File: config.mk
export PLATFORM = sky130hd
export DESIGN_NAME = ftl_ctrl
export DESIGN_NICKNAME = d
export VERILOG_FILES = /design/src/rtl/ftl_pkg.sv /design/src/rtl/ftl_page_store.sv /design/src/rtl/ftl_victim_sel.sv /design/src/rtl/ftl_ctrl.sv
export SDC_FILE = /design/constraint.sdc
export NUM_CORES = 2
export LEC_CHECK = 0
export BUFFER_PORTS_ARGS = -buffer_cell sky130_fd_sc_hd__buf_2
export CAP_MARGIN = 30
export CORE_MARGIN = 2
export CORE_UTILIZATION = 50
export DETAILED_ROUTE_END_ITERATION = 10
export GPL_TIMING_DRIVEN = 1
export PLACE_DENSITY = 0.7
export SYNTH_ARGS = -nofsm -noshare
export SYNTH_HDL_FRONTEND = slang
export SYNTH_SLANG_ARGS = --single-unit
File: constraint.sdc
create_clock -name clk -period 12.3 [get_ports clk]
set_input_delay 0.615 -clock clk [delete_from_list [all_inputs] [get_ports clk]]
set_output_delay 0.615 -clock clk [all_outputs]
set_load 0.02 [all_outputs]
File: src/rtl/ftl_pkg.sv
package ftl_pkg;

  typedef enum logic [1:0] {
    PG_ERASED = 2'd0,
    PG_LIVE   = 2'd1,
    PG_STALE  = 2'd2
  } pg_state_t;

  typedef enum logic [2:0] {
    ST_IDLE,
    ST_WBUSY,
    ST_SCAN,
    ST_CBUSY,
    ST_EBUSY
  } ctl_state_t;

  // Reclaim when spare room is under one block and no larger than what
  // the chosen victim would need for its live pages.
  function automatic logic reclaim_due(input int unsigned free_pg,
                                       input int unsigned victim_live,
                                       input int unsigned pages_per_blk,
                                       input logic        have_victim);
    return have_victim && (free_pg < pages_per_blk) && (free_pg <= victim_live);
  endfunction

endpackage

File: src/rtl/ftl_page_store.sv
module ftl_page_store #(
  parameter int NBLK = 4,
  parameter int PPB  = 16,
  parameter int DW   = 8,
  localparam int NPAGE = NBLK * PPB,
  localparam int BW    = $clog2(NBLK),
  localparam int PW    = $clog2(PPB),
  localparam int PAW   = BW + PW
) (
  input  logic           clk,
  input  logic           rst_n,
  input  logic           prog_en,
  input  logic [PAW-1:0] prog_pa,
  input  logic [DW-1:0]  prog_data,
  input  logic           erase_en,
  input  logic [BW-1:0]  erase_blk,
  input  logic [PAW-1:0] rd_pa,
  output logic [DW-1:0]  rd_data
);

  logic [DW-1:0] cells [NPAGE];

  for (genvar p = 0; p < NPAGE; p++) begin : g_page
    localparam logic [PAW-1:0] MY_PA  = PAW'(p);
    localparam logic [BW-1:0]  MY_BLK = BW'(p / PPB);
    always_ff @(posedge clk) begin
      if (!rst_n) begin
        cells[p] <= '1;
      end else if (erase_en && erase_blk == MY_BLK) begin
        cells[p] <= '1;
      end else if (prog_en && prog_pa == MY_PA) begin
        cells[p] <= cells[p] & prog_data;   // bits only fall
      end
    end
  end

  assign rd_data = cells[rd_pa];

endmodule

File: src/rtl/ftl_victim_sel.sv
module ftl_victim_sel #(
  parameter int NBLK = 4,
  parameter int PPB  = 16,
  localparam int NPAGE = NBLK * PPB,
  localparam int BW    = $clog2(NBLK),
  localparam int CW    = $clog2(PPB + 1),
  localparam int FW    = $clog2(NPAGE + 1)
) (
  input  logic [NPAGE-1:0] live_vec,
  input  logic [NPAGE-1:0] erased_vec,
  input  logic [BW-1:0]    open_blk,
  input  logic             open_full,
  output logic [BW-1:0]    victim_blk,
  output logic [CW-1:0]    victim_live,
  output logic             victim_ok,
  output logic [BW-1:0]    spare_blk,
  output logic             spare_ok,
  output logic [FW-1:0]    free_cnt
);

  logic [CW-1:0] n_live, n_erased;
  logic          is_open;

  always_comb begin
    victim_blk  = '0;
    victim_live = '1;
    victim_ok   = 1'b0;
    spare_blk   = '0;
    spare_ok    = 1'b0;
    free_cnt    = '0;
    n_live      = '0;
    n_erased    = '0;
    is_open     = 1'b0;
    for (int b = 0; b < NBLK; b++) begin
      n_live   = '0;
      n_erased = '0;
      for (int p = 0; p < PPB; p++) begin
        n_live   = n_live   + CW'(live_vec[b*PPB + p]);
        n_erased = n_erased + CW'(erased_vec[b*PPB + p]);
      end
      free_cnt = free_cnt + FW'(n_erased);
      if (n_erased == CW'(PPB) && !spare_ok) begin
        spare_ok  = 1'b1;
        spare_blk = BW'(b);
      end
      is_open = (BW'(b) == open_blk) && !open_full;
      if (n_erased == '0 && !is_open && (!victim_ok || n_live < victim_live)) begin
        victim_ok   = 1'b1;
        victim_blk  = BW'(b);
        victim_live = n_live;
      end
    end
  end

endmodule

File: src/rtl/ftl_ctrl.sv
module ftl_ctrl
  import ftl_pkg::*;
#(
  parameter int NBLK      = 4,
  parameter int PPB       = 16,
  parameter int LPAGES    = 48,
  parameter int DW        = 8,
  parameter int PROG_CYC  = 2,
  parameter int ERASE_CYC = 4,
  parameter int CNTW      = 32,
  localparam int NPAGE = NBLK * PPB,
  localparam int BW    = $clog2(NBLK),
  localparam int PW    = $clog2(PPB),
  localparam int PAW   = BW + PW,
  localparam int CW    = $clog2(PPB + 1),
  localparam int FW    = $clog2(NPAGE + 1),
  localparam int TMAX  = (PROG_CYC > ERASE_CYC) ? PROG_CYC : ERASE_CYC,
  localparam int TW    = $clog2(TMAX + 1)
) (
  input  logic            clk,
  input  logic            rst_n,
  input  logic            req_valid,
  output logic            req_ready,
  input  logic            req_write,
  input  logic [PAW-1:0]  req_addr,
  input  logic [DW-1:0]   req_wdata,
  output logic            rsp_valid,
  output logic [DW-1:0]   rsp_rdata,
  output logic            rsp_err,
  output logic            rsp_unmapped,
  output logic            gc_active,
  output logic [CNTW-1:0] host_wr_cnt,
  output logic [CNTW-1:0] prog_cnt
);

  ctl_state_t     st;
  logic [TW-1:0]  tmr;
  logic [BW-1:0]  wr_blk, vic;
  logic [PW-1:0]  wr_pg, idx;
  logic           open_full;

  pg_state_t      pg_st [NPAGE];
  logic [PAW-1:0] l2p    [LPAGES];
  logic           l2p_ok [LPAGES];
  logic [PAW-1:0] p2l    [NPAGE];

  logic [NPAGE-1:0] live_vec, erased_vec;
  for (genvar p = 0; p < NPAGE; p++) begin : g_vec
    assign live_vec[p]   = (pg_st[p] == PG_LIVE);
    assign erased_vec[p] = (pg_st[p] == PG_ERASED);
  end

  logic [BW-1:0] victim_blk, spare_blk;
  logic [CW-1:0] victim_live;
  logic          victim_ok, spare_ok;
  logic [FW-1:0] free_cnt;

  ftl_victim_sel #(.NBLK(NBLK), .PPB(PPB)) u_sel (
    .live_vec(live_vec), .erased_vec(erased_vec),
    .open_blk(wr_blk), .open_full(open_full),
    .victim_blk(victim_blk), .victim_live(victim_live), .victim_ok(victim_ok),
    .spare_blk(spare_blk), .spare_ok(spare_ok), .free_cnt(free_cnt)
  );

  // Named internal events, brought out for the checker.
  logic           fire, addr_bad, wr_ok, scan_live, copy_evt, prog_evt, erase_evt;
  logic           gc_need, advance_evt;
  logic [PAW-1:0] lidx, scan_pa, dst_pa, dst_lid, rd_pa;
  logic [DW-1:0]  rd_data, prog_data;

  assign gc_need     = reclaim_due(32'(free_cnt), 32'(victim_live), PPB, victim_ok);
  assign advance_evt = (st == ST_IDLE) && open_full && spare_ok;
  assign req_ready   = (st == ST_IDLE) && !open_full && !gc_need;
  assign gc_active   = (st == ST_SCAN) || (st == ST_CBUSY) || (st == ST_EBUSY);

  assign fire      = req_valid && req_ready;
  assign addr_bad  = int'(req_addr) >= LPAGES;
  assign lidx      = addr_bad ? '0 : req_addr;
  assign wr_ok     = fire && req_write && !addr_bad;
  assign scan_pa   = {vic, idx};
  assign scan_live = (pg_st[scan_pa] == PG_LIVE);
  assign copy_evt  = (st == ST_SCAN) && scan_live && !open_full;
  assign prog_evt  = wr_ok || copy_evt;
  assign erase_evt = ((st == ST_SCAN) && !scan_live && idx == PW'(PPB-1)) ||
                     ((st == ST_CBUSY) && tmr == TW'(1) && idx == PW'(PPB-1));
  assign dst_pa    = {wr_blk, wr_pg};
  assign dst_lid   = wr_ok ? req_addr : p2l[scan_pa];
  assign rd_pa     = gc_active ? scan_pa : l2p[lidx];
  assign prog_data = wr_ok ? req_wdata : rd_data;

  ftl_page_store #(.NBLK(NBLK), .PPB(PPB), .DW(DW)) u_store (
    .clk(clk), .rst_n(rst_n),
    .prog_en(prog_evt), .prog_pa(dst_pa), .prog_data(prog_data),
    .erase_en(erase_evt), .erase_blk(vic),
    .rd_pa(rd_pa), .rd_data(rd_data)
  );

  // Maps, page states and the write pointer.
  always_ff @(posedge clk) begin
    if (!rst_n) begin
      for (int p = 0; p < NPAGE; p++) begin
        pg_st[p] <= PG_ERASED;
        p2l[p]   <= '0;
      end
      for (int l = 0; l < LPAGES; l++) begin
        l2p[l]    <= '0;
        l2p_ok[l] <= 1'b0;
      end
      wr_blk    <= '0;
      wr_pg     <= '0;
      open_full <= 1'b0;
    end else begin
      if (prog_evt) begin
        if (copy_evt)             pg_st[scan_pa]   <= PG_STALE;
        else if (l2p_ok[lidx])    pg_st[l2p[lidx]] <= PG_STALE;
        pg_st[dst_pa]   <= PG_LIVE;
        p2l[dst_pa]     <= dst_lid;
        l2p[dst_lid]    <= dst_pa;
        l2p_ok[dst_lid] <= 1'b1;
        if (wr_pg == PW'(PPB-1)) open_full <= 1'b1;
        else                     wr_pg     <= wr_pg + PW'(1);
      end
      if (erase_evt) begin
        for (int p = 0; p < PPB; p++) pg_st[{vic, PW'(p)}] <= PG_ERASED;
      end
      if (advance_evt) begin
        wr_blk    <= spare_blk;
        wr_pg     <= '0;
        open_full <= 1'b0;
      end
    end
  end

  // Sequencer and response.
  always_ff @(posedge clk) begin
    if (!rst_n) begin
      st           <= ST_IDLE;
      tmr          <= '0;
      vic          <= '0;
      idx          <= '0;
      rsp_valid    <= 1'b0;
      rsp_rdata    <= '1;
      rsp_err      <= 1'b0;
      rsp_unmapped <= 1'b0;
    end else begin
      rsp_valid <= 1'b0;
      unique case (st)
        ST_IDLE: begin
          if (fire) begin
            rsp_err      <= addr_bad;
            rsp_unmapped <= 1'b0;
            rsp_rdata    <= '1;
            if (wr_ok) begin
              st  <= ST_WBUSY;
              tmr <= TW'(PROG_CYC);
            end else begin
              rsp_valid <= 1'b1;
              if (!addr_bad && !req_write) begin
                rsp_unmapped <= !l2p_ok[lidx];
                rsp_rdata    <= l2p_ok[lidx] ? rd_data : '1;
              end
            end
          end else if (!advance_evt && gc_need) begin
            st  <= ST_SCAN;
            vic <= victim_blk;
            idx <= '0;
          end
        end
        ST_WBUSY: begin
          if (tmr == TW'(1)) begin
            st        <= ST_IDLE;
            rsp_valid <= 1'b1;
          end else tmr <= tmr - TW'(1);
        end
        ST_SCAN: begin
          if (copy_evt) begin
            st  <= ST_CBUSY;
            tmr <= TW'(PROG_CYC);
          end else if (erase_evt) begin
            st  <= ST_EBUSY;
            tmr <= TW'(ERASE_CYC);
          end else if (!scan_live) begin
            idx <= idx + PW'(1);
          end
        end
        ST_CBUSY: begin
          if (erase_evt) begin
            st  <= ST_EBUSY;
            tmr <= TW'(ERASE_CYC);
          end else if (tmr == TW'(1)) begin
            st  <= ST_SCAN;
            idx <= idx + PW'(1);
          end else tmr <= tmr - TW'(1);
        end
        ST_EBUSY: begin
          if (tmr == TW'(1)) st <= ST_IDLE;
          else               tmr <= tmr - TW'(1);
        end
        default: st <= ST_IDLE;
      endcase
    end
  end

  // Wear accounting.
  always_ff @(posedge clk) begin
    if (!rst_n) begin
      host_wr_cnt <= '0;
      prog_cnt    <= '0;
    end else begin
      if (wr_ok)    host_wr_cnt <= host_wr_cnt + CNTW'(1);
      if (prog_evt) prog_cnt    <= prog_cnt + CNTW'(1);
    end
  end

endmodule

Word level (Yosys, flattened, before mapping)
Memories as Yosys holds them, arrays and structs flattened.
Cells that the tools add are included.
{"block": "classes", "n_reduce_logical": 228, "magnitude_cmp": 6, "addsub": 128, "n_eq_ne": 159, "bitwise": 195, "mux": 532}
{"cell": "8-bit two-way mux", "n": 132}
{"cell": "5-bit by 1-bit adder with 5-bit output", "n": 112}
{"cell": "8-bit bitwise AND", "n": 64}
{"cell": "1-bit two-way mux", "n": 322}
{"cell": "6-bit == test (second input constant)", "n": 32}
{"cell": "6-bit two-way mux", "n": 27}
{"cell": "2-bit by 1-bit == test with 1-bit output (second input constant)", "n": 66}
{"cell": "2-bit logical NOT", "n": 66}
{"cell": "1-bit OR", "n": 128}
{"cell": "1-bit logical AND", "n": 99}
{"cell": "6-bit by 5-bit == test with 1-bit output (second input constant)", "n": 16}
{"cell": "32-bit by 1-bit adder with 32-bit output (second input constant)", "n": 2}
{"cell": "6-bit by 4-bit == test with 1-bit output (second input constant)", "n": 8}
{"cell": "2-bit two-way mux", "n": 23}
{"cell": "2-bit OR reduction", "n": 21}
{"cell": "3-bit two-way mux", "n": 13}
{"cell": "4-bit two-way mux", "n": 7}
{"cell": "6-bit by 3-bit == test with 1-bit output (second input constant)", "n": 4}
{"cell": "3-bit case mux with 4 select lines", "n": 2}
{"cell": "5-bit == test (second input constant)", "n": 4}
{"cell": "5-bit logical NOT", "n": 4}
{"cell": "5-bit two-way mux", "n": 4}
{"cell": "1-bit logical NOT", "n": 17}
{"cell": "1-bit by 1-bit adder with 2-bit output", "n": 8}
{"cell": "other kinds (37)", "n": 67}
{"block": "totals", "elab_cells": 1266, "mem_bits_rw": 1360, "inputBits": 18, "memories": 5, "reg_bits": 94, "output_inout_bits": 77}
{"memory": "u_store.cells", "words": 64, "word_bits": 8, "read_ports": 65, "rd_ports_with_merged_regs": 0, "write_ports": 64, "line_no": "ftl_page_store.sv:21", "text": "logic [DW-1:0] cells [NPAGE];"}
{"memory": "p2l", "words": 64, "word_bits": 6, "read_ports": 1, "rd_ports_with_merged_regs": 0, "write_ports": 64, "line_no": "ftl_ctrl.sv:45", "text": "logic [PAW-1:0] p2l [NPAGE];"}
{"memory": "l2p", "words": 48, "word_bits": 6, "read_ports": 1, "rd_ports_with_merged_regs": 0, "write_ports": 48, "line_no": "ftl_ctrl.sv:43", "text": "logic [PAW-1:0] l2p [LPAGES];"}
{"memory": "pg_st", "words": 64, "word_bits": 2, "read_ports": 65, "rd_ports_with_merged_regs": 0, "write_ports": 64, "line_no": "ftl_ctrl.sv:42", "text": "pg_state_t pg_st [NPAGE];"}
{"memory": "l2p_ok", "words": 48, "word_bits": 1, "read_ports": 1, "rd_ports_with_merged_regs": 0, "write_ports": 48, "line_no": "ftl_ctrl.sv:44", "text": "logic l2p_ok [LPAGES];"}

Depth between registers and ports, before layout
An unclocked memory read counts as a cell.
{"block": "depth", "ltp_word": 47, "mapped_depth": 59, "mapped_depth_nobuf": 53}

Modules after synthesis
Synthesis repeated with hierarchy kept, for this count alone.
{"block": "unflattened", "hier_cells": 6017, "hier_area_um2": 72951.2}
{"mod": "ftl_ctrl", "cells_each": 3926, "n_inst": 1, "area_per_inst_um2": 43814.5, "seq_area_each_um2": 25584.5}
{"mod": "ftl_page_store", "cells_each": 1574, "n_inst": 1, "area_per_inst_um2": 24539.8, "seq_area_each_um2": 15374.7}
{"mod": "ftl_victim_sel", "cells_each": 517, "n_inst": 1, "area_per_inst_um2": 4596.9, "seq_area_each_um2": 0.0}

Worst setup path before layout
No wires, ideal clock.
{"block": "synth_timing", "kind": "reg-to-reg", "from": "mem pg_st[1][1] in the netlist's numbering", "to": "mem l2p[15][0] in the netlist's numbering (enable)", "stages_incl_launch_ff": 54, "t_arrival_ps": 13134, "required_ps": 11923, "setup_ps": 377, "path_buffers": 5, "slack_ps": -1212, "cell_sequence": "dfxtp_1 -> nor2_1 -> ha_1 -> inv_1 -> fa_1 -> fa_1 -> inv_1 -> fa_1 -> fa_1 -> fa_1 -> fa_1 -> xor2_1 -> or3_1 -> or4b_2 -> clkbuf_1 -> nor2_1 -> ha_1 -> a21boi_0 -> [... 18 more ...] -> o21ai_1 -> mux2_2 -> ha_1 -> nor2b_1 -> o21a_1 -> o21a_1 -> o21a_1 -> o22ai_1 -> a311o_1 -> clkbuf_1 -> clkinv_1 -> nand2_1 -> buf_2 -> a21oi_1 -> buf_2 -> nor3_1 -> nand2_1 -> o21ai_0"}
{"element": "start: declaration", "line_no": "ftl_ctrl.sv:42"}
{"element": "end: declaration", "line_no": "ftl_ctrl.sv:43"}

==> results.cfg <==
[pwr]
power.density_mw_per_mm2 = 173
p_sw_mw = 5.51
leakage_nw = 31.0
combPwrFrac_pct = 32.2
ir_drop_v = 0.000232
power_mw = 15.1
clockPowerShare_pct = 30.8
switching_share_pct = 36.5
seqPwrFrac_pct = 37.0
p_int_mw = 9.59

[timing]
slew_headroom_pct = 23.8
finalMaxSlewViolations = 0
setup_violations = 0
hold_viol = 0
holdWs_ns = 0.126
grt_setup_unrepaired = yes
worstMarginPinSlew_ns = 1.14
period_needed_ns = 12.01
max_freq_mhz = 83.3
setup_tns_ns = 0
clock_skew_ns = 0.0449
fin_crit_sh_pct = 97.7

[floorplan]
start_util_pct = 50.3
ios = 95
rows = 142
die_w_um = 392
coreArea_sq_mm = 0.150
dieArea_sq_mm = 0.154
die_h_um = 392

[synth]
synth_top_area_cell = edfxtp_1
synthTopCellsByArea = edfxtp_1 (47%), dfxtp_1 (7.2%), a21o_1 (5.3%)
ys_warn_count = 0
synthArstFlopShare_pct = 0
synth_top_cell_area_share_pct = 47.2
synth_area_sq_mm = 0.0754
synth.avg_cell_area_sq_um = 11.4
synth_edf_count = 1184
syn_inst = 6617
synth_seq_cells = 1454
synth-seq-area-share_pct = 54.3
syn_nets = 6798
ys.flop_type = edfxtp_1
ys_types = 96

[placed_design]
io_buffer_count = 94
dp_cells = 8778
place.gp.congestion = 0.940
placed_cell_area_sq_mm = 0.0815
hpwlAfterDp_um = 160000

[critical_path]
critPathTopFamily = adder cells
worst_path_max_delay_cell = or4b_4
crit_fanout = 6
crit_top_cell = o21a_1
crit_path_end_kind = output pin
critPathRequiredTime_ns = 11.69
path_class = flop to output pin
cp.buffers_inverters = 9
cp-start-kind = flop
arrival_ns = 11.40
cpPeakStageDelay_ns = 0.56

[clocking]
htree_num_levels = 4
cts_buffers = 156
cts.sinks = 1454
path_clk_slew_ns = 0.06
cts-root-buf = clkbuf_16
tritoncts = built
cts_buffer_depth = 3
clkLatencyLatePin_ns = 0.84
postCtsHoldBufs = 0

[detailed_routing]
initialDrtViolationCount = 7745
drc = 0
ant_nets = 0
drt-vias-per-instance = 6.46
first_pass_iters = 6
wire_per_inst_um = 26.1
vias = 58700
wirelength_um = 238000

[outcome]
status = complete, no violations

[global_routing]
antenna_found_initial = 3
top_usage_layer = met2
track_usage_pct = 30.6
use_met3_pct = 6.49
grt.met2_usage_pct = 48.0
first_global_vias = 57500
grt_max_degree = 138
use_met1_pct = 40.4
grt_pass1_wl_um = 356000
overflow = 0

[final_layout]
drive_gt1_share_pct = 20.2
final_cell_count_no_fill = 9094
num_antenna_cells = 0
final_cell_mix = edfxtp_1 (1184), nor2_1 (672), nand2_1 (621)
fin_nets = 7131
mostFrequentLayoutCell = edfxtp_1
area_delta_synth_final_pct = 16.0
stdcell_area_sq_mm = 0.0874

[job]
drv_cap = 0

[hold_path]
hold_class = input port to flop
==> tightest hold or removal path, stage by stage <==
cell and delay (ns):
buf_2 0.14, nand3_1 0.07, a21boi_0 0.07
==> cell families after synthesis <==
| family | after synthesis | synth area share, % |
|---|---|---|
| xor gates and xnor gates | 75 | 0.871 |
| muxes | 486 | 9.13 |
| buffers and inverters | 720 | 4.18 |
| DFF | 1454 | 54.3 |
| adders and majority gates | 163 | 3.57 |
| and+or+nand+nor | 2181 | 13.0 |
| AOI/OAI and AO/OA | 1538 | 14.9 |
==> metal layers <==
layer,up-vias,wire length [um],part of all wire (%)
li1,25300,-,-
met5,-,13,0.0055
met3,637,26400,11
met1,29200,89600,38
met2,3550,109000,46
met4,2,12200,5.1
==> final timing paths <==
| path | startpoint | endpoint | slack [ns] | cells past startpoint |
|---|---|---|---|---|
| hold reg to reg | l2p_ok[46]$_DFF_P_ | l2p_ok[46]$_DFF_P_ | 0.44 | 2 |
| hold / removal | req_valid | rsp_err$_SDFFE_PN0P_ | 0.13 | 3 |
| setup / recovery | pg_st[0][1]$_SDFFE_PP0P_ | req_ready | 0.29 | 48 |
| setup reg to reg | pg_st[0][1]$_SDFFE_PP0P_ | pg_st[51][0]$_SDFFE_PP0P_ | 0.34 | 55 |
==> what timing repair did <==
action / in CTS / in global routing
pin swaps: 11 / 35
setup endpoints to repair: 1161 / 2594
resized for setup: 11 / 174
endpoints found under the hold margin: 0 / 0
buffers inserted: 15 / 11
cloned: 0 / 1
==> cell usage after synthesis, types with 41 or more instances <==
master,instances
a22oi_1,46
o221ai_1,54
a31oi_1,54
nor2b_1,128
nand4_1,41
buf_1,69
clkbuf_1,290
dfxtp_1,270
buf_2,99
o22ai_1,54
buf_4,51
mux4_2,154
inv_1,187
o21ai_0,129
ha_1,76
mux2_2,73
nand2_1,683
mux2i_1,257
o21a_1,45
nor2_1,686
nor3_1,270
edfxtp_1,1184
a211oi_1,70
a21o_1,533
a21oi_1,186
a221oi_1,115
fa_1,87
nand3_1,164
==> area by class of cell <==
class | count | area [sq um]
Fill cell | 12100 | 62300
Sequential cell | 1454 | 41000
Multi-Input combinational cell | 4443 | 32300
Timing Repair Buffer | 702 | 5870
Clock buffer | 200 | 4180
Tap cell | 2016 | 2520
Clock inverter | 86 | 818
Inverter | 193 | 734
==> state kept, by name (all words and copies together) (netlist names), 3 cells and up <==
register	count
idx	4
u_store.cells	512
tmr	3
l2p	288
p2l	384
host_wr_cnt	32
st	3
prog_cnt	32
wr_pg	4
rsp_rdata	8
pg_st	128
l2p_ok	48
==> through the flow <==
step / setup slack (ns) / util, %
floorplan: 0.00408 / -
global placement: -0.136 / 54.4
detailed placement: -0.206 / 54.4
CTS: 0.0244 / 57.8
global route: -0.146 / 58.4
finish: 0.288 / 58.4
==> power by group through the flow <==
stage | clock (mW) | combinational (mW) | sequential [mW]
floorplan | 0 | 2.80 | 5.63
global placement | 0 | 4.56 | 5.68
detailed placement | 0 | 4.62 | 5.69
CTS | 4.69 | 4.65 | 5.58
global route | 4.88 | 5.06 | 5.60
finish | 4.65 | 4.86 | 5.59
Note: power is estimated with default switching activity, not from simulation.
